--- src/rtl/supply_rst_pkg.sv ---
package supply_rst_pkg;

  typedef enum logic [1:0] {
    ST_WAIT = 2'd0,  // supply down, reset held
    ST_HOLD = 2'd1,  // supply up, counting power-on delay
    ST_RUN  = 2'd2   // reset released
  } seq_state_e;

endpackage

--- src/rtl/supply_rst_sync.sv ---
module supply_rst_sync #(
  parameter int unsigned STAGES  = 2,
  parameter logic        RST_VAL = 1'b0
) (
  input  logic clk_i,
  input  logic rst_ni,
  input  logic d_i,
  output logic q_o
);

  logic [STAGES-1:0] ff_q;

  for (genvar i = 0; i < STAGES; i++) begin : g_stage
    if (i == 0) begin : g_first
      always_ff @(posedge clk_i or negedge rst_ni) begin
        if (!rst_ni) ff_q[0] <= RST_VAL;
        else         ff_q[0] <= d_i;
      end
    end else begin : g_next
      always_ff @(posedge clk_i or negedge rst_ni) begin
        if (!rst_ni) ff_q[i] <= RST_VAL;
        else         ff_q[i] <= ff_q[i-1];
      end
    end
  end

  assign q_o = ff_q[STAGES-1];

endmodule

--- src/rtl/supply_rst_filter.sv ---
module supply_rst_filter #(
  parameter int unsigned SENS_TICKS = 5000
) (
  input  logic clk_i,
  input  logic rst_ni,
  input  logic ok_i,      // synchronised flag
  output logic qual_o,    // undervoltage holds at this edge
  output logic strobe_o   // registered one-shot on new undervoltage
);

  localparam int unsigned CW = (SENS_TICKS < 2) ? 1 : $clog2(SENS_TICKS);
  localparam logic [CW-1:0] LAST = CW'(SENS_TICKS - 1);

  logic [CW-1:0] cnt_q;
  logic          uv_q;
  logic          strobe_q;

  // Qualifies on the edge that sees the SENS_TICKS-th consecutive low sample.
  assign qual_o = !ok_i && (uv_q || (cnt_q == LAST));

  always_ff @(posedge clk_i or negedge rst_ni) begin
    if (!rst_ni) begin
      cnt_q    <= '0;
      uv_q     <= 1'b1;  // start as already recognised: no strobe at power-up
      strobe_q <= 1'b0;
    end else begin
      strobe_q <= qual_o && !uv_q;
      if (ok_i) begin
        cnt_q <= '0;
        uv_q  <= 1'b0;
      end else if (qual_o) begin
        uv_q  <= 1'b1;
      end else begin
        cnt_q <= cnt_q + 1'b1;
      end
    end
  end

  assign strobe_o = strobe_q;

endmodule

--- src/rtl/supply_rst_fsm.sv ---
module supply_rst_fsm
  import supply_rst_pkg::*;
#(
  parameter int unsigned POR_TICKS = 100000
) (
  input  logic clk_i,
  input  logic rst_ni,
  input  logic ok_i,
  input  logic qual_i,
  output logic rst_no,
  output logic done_o
);

  localparam int unsigned PW = (POR_TICKS < 2) ? 1 : $clog2(POR_TICKS);
  localparam logic [PW-1:0] LAST = PW'(POR_TICKS - 1);

  seq_state_e    state_q, state_d;
  logic [PW-1:0] cnt_q;
  logic          rst_q, done_q;

  always_comb begin
    state_d = state_q;
    unique case (state_q)
      ST_WAIT: if (ok_i && !qual_i)     state_d = ST_HOLD;
      ST_HOLD: if (qual_i)              state_d = ST_WAIT;
               else if (cnt_q == LAST)  state_d = ST_RUN;
      ST_RUN:  if (qual_i)              state_d = ST_WAIT;
      default:                          state_d = ST_WAIT;
    endcase
  end

  always_ff @(posedge clk_i or negedge rst_ni) begin
    if (!rst_ni) begin
      state_q <= ST_WAIT;
      cnt_q   <= '0;
      rst_q   <= 1'b0;
      done_q  <= 1'b0;
    end else begin
      state_q <= state_d;
      cnt_q   <= (state_q == ST_HOLD && state_d == ST_HOLD) ? cnt_q + 1'b1 : '0;
      rst_q   <= (state_d == ST_RUN);
      done_q  <= (state_q == ST_HOLD) && (state_d == ST_RUN);
    end
  end

  assign rst_no = rst_q;
  assign done_o = done_q;

endmodule

--- src/rtl/supply_rst_seq.sv ---
module supply_rst_seq #(
  parameter int unsigned SYNC_STAGES = 2,
  parameter int unsigned SENS_TICKS  = 5000,
  parameter int unsigned POR_TICKS   = 100000
) (
  input  logic clk_i,
  input  logic rst_ni,
  input  logic vok_i,
  output logic rst_no,
  output logic seq_done_o,
  output logic force_dis_o
);

  logic ok_sync;
  logic qual;

  supply_rst_sync #(
    .STAGES (SYNC_STAGES),
    .RST_VAL(1'b0)
  ) u_sync (
    .clk_i (clk_i),
    .rst_ni(rst_ni),
    .d_i   (vok_i),
    .q_o   (ok_sync)
  );

  supply_rst_filter #(
    .SENS_TICKS(SENS_TICKS)
  ) u_filter (
    .clk_i   (clk_i),
    .rst_ni  (rst_ni),
    .ok_i    (ok_sync),
    .qual_o  (qual),
    .strobe_o(force_dis_o)
  );

  supply_rst_fsm #(
    .POR_TICKS(POR_TICKS)
  ) u_fsm (
    .clk_i (clk_i),
    .rst_ni(rst_ni),
    .ok_i  (ok_sync),
    .qual_i(qual),
    .rst_no(rst_no),
    .done_o(seq_done_o)
  );

endmodule

--- config.mk ---
export PLATFORM = sky130hd
export DESIGN_NAME = supply_rst_seq
export DESIGN_NICKNAME = d
export VERILOG_FILES = /design/src/rtl/supply_rst_pkg.sv /design/src/rtl/supply_rst_sync.sv /design/src/rtl/supply_rst_filter.sv /design/src/rtl/supply_rst_fsm.sv /design/src/rtl/supply_rst_seq.sv
export SDC_FILE = /design/constraint.sdc
export NUM_CORES = 1
export LEC_CHECK = 0
export CORE_MARGIN = 1
export CORE_UTILIZATION = 45
export DETAILED_ROUTE_END_ITERATION = 16
export DONT_BUFFER_PORTS = 1
export HOLD_SLACK_MARGIN = 0.12
export SLEW_MARGIN = 20
export SYNTH_ARGS = -nofsm -noshare
export SYNTH_HDL_FRONTEND = slang
export SYNTH_HIERARCHICAL = 1
export SYNTH_SLANG_ARGS = --single-unit
--- constraint.sdc ---
create_clock -name clk_i -period 2.02 [get_ports clk_i]
set_clock_uncertainty 0.15 [all_clocks]
set_input_delay 0.404 -clock clk_i [delete_from_list [all_inputs] [get_ports clk_i]]
set_output_delay 0.404 -clock clk_i [all_outputs]
set_load 0.05 [all_outputs]
==> Yosys cells after proc, flatten, opt, wreduce, memory -nomap -nowiden <==
Index checks and enable logic that the tools add are counted.
{ "totals": {"inputBits": 3, "elab_cells": 39, "regBits": 38, "output_inout_bits": 3} }
{ "op_classes": {"eq_ne": 7, "muxes": 10, "add_sub_neg": 2, "n_reduce_logical": 11} }
{ "ops": {"columns": ["cell", "n"], "rows": [
  ["two-way mux 13 bit", 2],
  ["adder 17 x 1 -> 17 bit, second input constant", 1],
  ["== test 17 bit, second input constant", 1],
  ["two-way mux 17 bit", 1],
  ["adder 13 x 1 -> 13 bit, second input constant", 1],
  ["== test 13 bit, second input constant", 1],
  ["two-way mux 2 bit", 4],
  ["one-hot mux 2 bit (3 select lines)", 1],
  ["logical AND 1 bit", 5],
  ["== test 2 x 1 -> 1 bit, second input constant", 2],
  ["== test 2 bit, second input constant", 2],
  ["zero test 1 bit", 3],
  ["zero test 2 bit", 1],
  ["two-way mux 1 bit", 2],
  ["!= test 2 bit, second input constant", 1],
  ["nonzero test 2 bit", 1],
  ["logical OR 1 bit", 1]
]} }

==> Depth between registers and ports, before layout <==
Gate-level depths: netlist of run 1.
{ "depth": {"depth_word": 10, "ltp_mapped": 8, "depth_no_buf": 7} }

==> Modules after synthesis <==
The synthesis of run 1 kept the hierarchy.
{ "by_module_without_submodules": {"columns": ["module", "instances", "seq_area_each_um2", "cells_each", "area_per_inst_um2"], "rows": [
  ["supply_rst_fsm", 1, 525.5, 97, 999.7],
  ["supply_rst_filter", 1, 376.6, 77, 768.2],
  ["supply_rst_sync", 1, 50.0, 2, 50.0]
]} }

==> Least setup slack after synthesis of run 1 <==
No wires, ideal clock.
{ "synth_path": {"path_kind": "register to register", "from": "register u_filter.cnt_q[0]", "to": "register u_fsm.cnt_q[15]", "path_slack_ns": 0.054, "path_stages_with_launch": 9, "t_arrival_ns": 1.745, "period_less_slack_ns": 1.966, "t_required_ns": 1.799, "setup_ns": 0.071, "path_buffers": 1, "path_cell_list": "dfrtp_1 > ha_1 > and2_1 > a41oi_2 > nor2_1 > nor2_1 > nand3b_4 > buf_6 > nor2_1"} }
{ "synth_via": {"elab_chain_cells": 10, "word_cells_on_any_way": 12, "cone_classes": "eq/ne: 2; mux: 5; reduce/logical: 5"} }
{ "synth_lines": {"columns": ["element", "line", "rtl"], "rows": [
  ["start: declaration", "supply_rst_filter.sv:14", "logic [CW-1:0] cnt_q;"],
  ["start signal: assignment", "supply_rst_filter.sv:34", "cnt_q <= cnt_q + 1'b1;"],
  ["== test 13 bit *", "supply_rst_filter.sv:19", "assign qual_o = !ok_i && (uv_q || (cnt_q == LAST));"],
  ["logical OR 1 bit *", "supply_rst_filter.sv:19", null],
  ["logical AND 1 bit *", "supply_rst_filter.sv:19", null],
  ["via qual", "supply_rst_seq.sv:15", "logic qual;"],
  ["zero test 1 bit", "supply_rst_fsm.sv:24", "ST_WAIT: if (ok_i && !qual_i) state_d = ST_HOLD;"],
  ["logical AND 1 bit", "supply_rst_fsm.sv:24", null],
  ["two-way mux 2 bit", "supply_rst_fsm.sv:24", null],
  ["one-hot mux 2 bit (3 select lines) *", "supply_rst_fsm.sv:23", "unique case (state_q)"],
  ["== test 2 x 1 -> 1 bit *", "supply_rst_fsm.sv:40", "cnt_q <= (state_q == ST_HOLD && state_d == ST_HOLD) ? cnt_q + 1'b1 : '0;"],
  ["logical AND 1 bit *", "supply_rst_fsm.sv:40", null],
  ["two-way mux 17 bit *", "supply_rst_fsm.sv:40", null],
  ["end signal: assignment", "supply_rst_fsm.sv:40", null],
  ["end: declaration", "supply_rst_fsm.sv:18", "logic [PW-1:0] cnt_q;"]
]} }
The timed path passes the listed nets; every way through them passes the cells marked *.
A chain may end at the register's enable or synchronous reset.

==> Worst setup path after layout of run 1 <==
{ "layout_path": {"from": "register u_filter.cnt_q[6]", "to": "register u_fsm.state_q[1]"} }
{ "layout_via": {"elab_chain_cells": 7, "word_cells_on_any_way": 9, "cone_classes": "eq/ne: 1; mux: 4; reduce/logical: 4"} }
{ "layout_lines": {"columns": ["element", "line", "rtl"], "rows": [
  ["== test 13 bit *", "supply_rst_filter.sv:19", null],
  ["logical OR 1 bit *", "supply_rst_filter.sv:19", null],
  ["logical AND 1 bit *", "supply_rst_filter.sv:19", null],
  ["via qual", "supply_rst_seq.sv:15", null],
  ["zero test 1 bit", "supply_rst_fsm.sv:24", null],
  ["logical AND 1 bit", "supply_rst_fsm.sv:24", null],
  ["two-way mux 2 bit", "supply_rst_fsm.sv:24", null],
  ["one-hot mux 2 bit (3 select lines) *", "supply_rst_fsm.sv:23", null],
  ["via u_fsm.state_d[1]", "supply_rst_fsm.sv:17", "seq_state_e state_q, state_d;"],
  ["end signal: assignment", "supply_rst_fsm.sv:39", "state_q <= state_d;"],
  ["end: declaration", "supply_rst_fsm.sv:17", null]
]} }
Marked as above.

==> results.txt, run 1 <==
status - finished, final reports clean
CP Capture Type - flop
post-synth top area share - 0.509
Pleak - 0.000913 uW
Synth area leaders - dfrtp_1 (51%), nor2_1 (6.6%), xnor2_1 (6.3%), xor2_1 (4.3%), nand4_1 (3.1%)
ant diodes - 0
top cells by count, synth - dfrtp_1 (37), nor2_1 (32), xnor2_1 (13), nand2_1 (10)
Critical Path Start Type - flop
Tot Pwr - 1930 uW
period utilisation layout - 0.918
# rows - 22
area of the core - 0.00377 mm2
Overflow after GRT - 0
IO Count - 6
Starting Density - 0.482
Setup CP Type - flop to flop
PD cells - 928 mW/mm2
FFs w/ async S/R, synth - 1.00
fmax - 540 MHz
Max-Cap Viols - 0
number of synthesized register bits - 38
Crit-path slowest cell - dfrtp_1
Setup-failing EPs final - 0
Total GRT Usage - 0.172
number of synthesized flops with an enable pin - 0
Critical Path AT - 1870 ps
CP top delay family - simple AND/OR/NAND/NOR gates
RSZ-0062 raised after global routing - false
routed vias - 1277
layout cells sized above 1 - 0.122
depth of the worst hold-timing path - 0
gr busiest metal - met2
Skew-Pair Late Insertion Delay - 290 ps
synthesized net count - 181
H-tree depth - 2
Worst-Margin Slew - 451 ps
fillers - 328
Worst VDD drop - 0.715 mV
r2r startpoint - u_filter/cnt_q[6]
hold wc startpoint - u_sync/ff_q[0]
Worst R2R End - u_fsm/state_q[1]
CTS buffer count - 5
clk buf depth - 2
sink of the worst hold path - u_sync/q_o
clk sinks - 38
sequential share of the synthesized area - 0.524
Mean Syn Cell Area - 10.3 um2
Via density - 5.41
vias in the first global route - 1228
Avg WL per Cell - 13.4 um
CTS clk-pin slew, worst paths - 80 ps
WP buf/inv - 1
Die Span X - 65.6 um
GP Congestion - 0.843
FF-to-FF setup slack - 170 ps
placed wire-length estimate - 2100 um
relative slew slack - 0.699
CTS tree - yes
Period minus WS final - 1850 ps
Distinct cells, synth - 38
final net count - 192
GR met1 Demand/Resource - 0.198
Root Buffer - clkbuf_8
met3 Use GR - 0.0573
class of the worst hold path - flop to flop
Post-Syn Area - 0.00182 mm2
Die Y - 65.6 um
Multi-input gate area - 837 um2
initial antenna violation count - 0
Final ANT Viol Nets - 0
area leader, netlist - dfrtp_1
Slew Viols, Final - 0
CP max stage delay - 420 ps
first-pass GRT wire length - 5510 um
largest net degree at the start of global routing - 39
FF-to-FF path depth - 7
synthesized instance count - 176
Register Area - 952 um2
CP Data Required Time - 2030 ps
drt total wl - 3170 um
die area - 0.00430 mm2
met2 usage - 0.293
P&R area growth vs syn - 14.7%
Hold Fails Final Rpt - 0
CP max FO - 3
Sum Neg Setup Slack - 0 ps
Port Buffers - 0
initial DRC count - 44
Initial DRT Pass Iterations - 4
DRC - 0
Top FF cell, synth - dfrtp_1
cells along the critical path - nor4_2 -> a41oi_2 -> nor2_1 -> nor2_2 -> buf_4 -> nand3_1 -> o21ai_0
top-count cell post-synth - dfrtp_1
synth warn - 6
registers in the layout (all words and copies together), names as in the netlist:
register	count
u_sync/q_o	1
u_fsm/cnt_q	17
u_fsm/state_q	2
u_sync/ff_q	1
u_fsm/done_o	1
u_fsm/rst_no	1
u_filter/uv_q	1
u_filter/cnt_q	13
u_filter/strobe_o	1
final cells by class:
cell class                 instances  area share
sequential                        38       0.457
clock inverter                     2      0.0288
timing repair buffer               8      0.0372
tap                               48      0.0288
multi-input combinational        130       0.402
inverter                           4     0.00720
clock buffer                       6      0.0396
placed cells by master, fill, tap and decap left out, types with 2 or more instances in the layout:
cell and count:
a21oi_1 4, and2_1 2, and4_1 4, buf_4 5, bufinv_16 2, clkbuf_8 6
dfrtp_1 37, dlygate4sd3_1 2, inv_1 4, nand2_1 10, nand3_1 9, nand4_1 9
nor2_1 31, nor2b_1 3, nor3_1 4, nor4_1 5, nor4bb_1 2, o21ai_0 5
xnor2_1 13, xor2_1 9
where the power goes:
group | switching, uW | internal, uW
Combinational | 108 | 93.4
Clock | 261 | 527
Sequential | 110 | 835
metrics by stage:
| step | worst slack, ps | util | hold slack (ps) | cell area (um2) | std cells |
|---|---|---|---|---|---|
| after floorplan | 53.6 | - | -41.6 | 1820 | 176 |
| after global placement | 163 | 0.498 | -40.9 | 1880 | 223 |
| after detailed placement | 84.4 | 0.498 | -40.8 | 1880 | 223 |
| after CTS | 60.3 | 0.546 | 208 | 2060 | 234 |
| after global routing | 20.1 | 0.553 | 209 | 2080 | 236 |
| final | 166 | 0.553 | 204 | 2080 | 236 |
cell families after synthesis:
| family | after synthesis | share of synthesized area |
|---|---|---|
| AOI/OAI and AO/OA | 11 | 0.0379 |
| xor gates and xnor gates | 22 | 0.106 |
| adders and majority gates | 2 | 0.0138 |
| buffers and inverters | 9 | 0.0248 |
| DFF | 38 | 0.524 |
| muxes | 2 | 0.0117 |
| and+or+nand+nor | 92 | 0.282 |
routing by layer:
metal,share of wire,up-vias
met5,0,-
met4,0.016,0
met3,0.026,5
met2,0.49,12
met1,0.47,621
li1,-,639
repair_timing:
action,4_1_cts,5_1_grt
setup buffers,0,1
resized for setup,0,2
hold endpoints to repair,39,0
hold buffers,3,0
setup endpoints to repair,0,18
worst max-delay path by stage:
stage	depth (start not counted)	slack, ps	start	to
2_1_floorplan	8	50	u_filter/cnt_q[0]	u_fsm/cnt_q[15]
3_3_place_gp	7	160	u_filter/cnt_q[0]	u_fsm/cnt_q[4]
3_5_place_dp	7	80	u_filter/cnt_q[0]	u_fsm/cnt_q[4]
4_1_cts	7	60	u_filter/cnt_q[0]	u_fsm/cnt_q[4]
5_1_grt	8	20	u_filter/cnt_q[1]	u_fsm/state_q[0]
6_report	7	170	u_filter/cnt_q[6]	u_fsm/state_q[1]
No activity file was read; power rests on OpenSTA's default activity.
==> inputs of run 2 (changes only) <==
Settings changed: ABC_AREA from default to 1.
==> results.txt, run 2 <==
H-tree depth - 2
Worst VDD drop - 0.435 mV
Die Y - 72.1 um
mux contribution to synthesized area - 0
routed vias - 1893
Sum Neg Setup Slack - 0 ps
area of the core - 0.00472 mm2
Port Buffers - 0
Post-Syn Area - 0.00221 mm2
period utilisation layout - 0.917
Overflow after GRT - 0
CP max FO - 5
max reg flops - 17
Setup Fix Bufs, Post-CTS - 0
largest family of logic cells by synthesized area - simple AND/OR/NAND/NOR gates
# rows - 25
Pleak - 0.00117 uW
Synth Area in Adders - 0.0113
gr busiest metal - met1
r2r startpoint - u_filter/cnt_q[0]
crit path to - u_fsm/cnt_q[2]
most frequent cells in the layout - nand2_1 (81), nor2_1 (58), dfrtp_1 (37)
Final ANT Viol Nets - 0
Slew Viols, Final - 0
Skew-Pair Late Insertion Delay - 290 ps
pre-CTS setup slack - 52.3 ps
final core utilization - 0.527
synthesized instance count - 296
top flop regs - u_fsm/cnt_q (17), u_filter/cnt_q (13), u_fsm/state_q (2)
top-count cell post-synth - nand2_1
Hold Fails Final Rpt - 0
Critical Path AT - 1880 ps
synthesized net count - 301
synth warn - 6
initial antenna violation count - 0
Post-Synth XOR/XNOR Area - 0.0594
Avg WL per Cell - 12.6 um
met2 usage - 0.258
GP Congestion - 0.845
vias in the first global route - 1617
class of the worst hold path - flop to flop
Die Span X - 72.1 um
relative slew slack - 0.696
first-pass GRT wire length - 7670 um
die area - 0.00520 mm2
clk buf depth - 2
Critical Path Start Type - flop
post-synth top area share - 0.418
DRC - 0
CTS tree - yes
FF-to-FF path depth - 10
Setup-failing EPs final - 0
layout cells sized above 1 - 0.119
Distinct cells, synth - 25
Root Buffer - clkbuf_8
final net count - 315
CP Capture Type - flop
Synth area leaders - dfrtp_1 (42%), nand2_1 (14%), nor2_1 (9.8%), nand3_1 (6.8%), xor2_1 (5.5%)
sequential share of the synthesized area - 0.430
depth of the worst hold-timing path - 0
Top FF cell, synth - dfrtp_1
Setup CP Type - flop to flop
CTS clk-pin slew, worst paths - 80 ps
Starting Density - 0.469
PD cells - 631 mW/mm2
most common cell after layout, fill and taps aside - nand2_1
Hold WS - 201 ps
final setup margin - 168 ps
Total GRT Usage - 0.188
CP Launch Point - u_filter/cnt_q[0]
RSZ-0062 raised after global routing - false
Worst R2R End - u_fsm/cnt_q[2]
P&R area growth vs syn - 12.5%
ant diodes - 0
top cells by count, synth - nand2_1 (81), nor2_1 (58), dfrtp_1 (37), nand3_1 (30), inv_1 (29)
Worst-Margin Slew - 457 ps
met3 Use GR - 0.0472
placed wire-length estimate - 3150 um
most flop-heavy register - u_fsm/cnt_q
hold wc startpoint - u_sync/ff_q[0]
drt total wl - 4770 um
Max-Cap Viols - 0
fmax - 540 MHz
CP Data Required Time - 2040 ps
Compound-Gate Fraction of Synth Area - 0.00678
number of synthesized register bits - 38
clk sinks - 38
Period minus WS final - 1850 ps
Initial DRT Pass Iterations - 4
FF-to-FF setup slack - 170 ps
Placed Area - 0.00230 mm2
IO Count - 6
CTS buffer count - 5
status - finished, final reports clean
post-route cell area - 0.00249 mm2
initial DRC count - 130
area leader, netlist - dfrtp_1
largest net degree at the start of global routing - 39
Mean Syn Cell Area - 7.48 um2
Via density - 5.01
number of synthesized flops with an enable pin - 0
GR met1 Demand/Resource - 0.297
Synth Area in Simple Gates - 0.421
FFs w/ async S/R, synth - 1.00
-- run 2: changes by cell type after synthesis, sizes merged, moves of 12 or more --
cell   before  now
inv         4   30
nand3       9   32
nand2      11   87
nor2       32   60
xnor2      13    1
-- run 2: logic make-up after synthesis --
family          Yosys count
fa+ha+maj                 2
xor+xnor                 15
buf+inv                  36
compound gates            3
flops                    38
simple gates            202
-- run 2: worst max-delay path, stage by stage, from the launching register on --
cell and delay, ps:
dfrtp_1 450, ha_4 190, nand2_2 70, nor3_2 150, nand3_2 170, nand2_4 110
nand2_4 40, inv_1 90, inv_2 110, nand4_2 150, nor2_1 60
-- run 2: what timing repair did --
item / CTS / global route
gates resized for setup: 0 / 5
hold buffers: 3 / 0
hold endpoints to repair: 39 / 0
endpoints found under the setup margin: 0 / 18
-- run 2: cell type report --
cell class	instances	area (um2)
Inverter	31	116
Clock inverter	2	10.0
Multi-Input combinational cell	225	1170
Sequential cell	38	952
Clock buffer	6	72.6
Timing Repair Buffer	9	85.1
Fill cell	445	2230
Tap cell	67	83.8
-- run 2: metal layers --
| metal | wire length (um) | part of all wire |
|---|---|---|
| met2 | 1990 | 0.42 |
| met4 | 50 | 0.010 |
| met1 | 2590 | 0.54 |
| met5 | 0 | 0 |
| met3 | 139 | 0.029 |
-- run 2: stage by stage --
step / cells / total power [uW]
after detailed placement: 364 / 1040
after floorplan: 296 / 1010
after global placement: 364 / 1040
final: 378 / 1570
after global routing: 378 / 1660
after CTS: 375 / 1580
-- run 2: where the power goes --
group	switching [uW]	internal (uW)
logic	111	83.8
registers	58.8	813
clock network	266	239
total	436	1140
-- run 2: worst min-delay path by stage --
stage	to	slack (ps)
2_1_floorplan	u_filter/cnt_q[0]	-40
3_3_place_gp	u_fsm/cnt_q[14]	-40
3_5_place_dp	u_fsm/cnt_q[13]	-40
4_1_cts	u_sync/q_o	210
5_1_grt	u_sync/q_o	220
6_report	u_sync/q_o	200
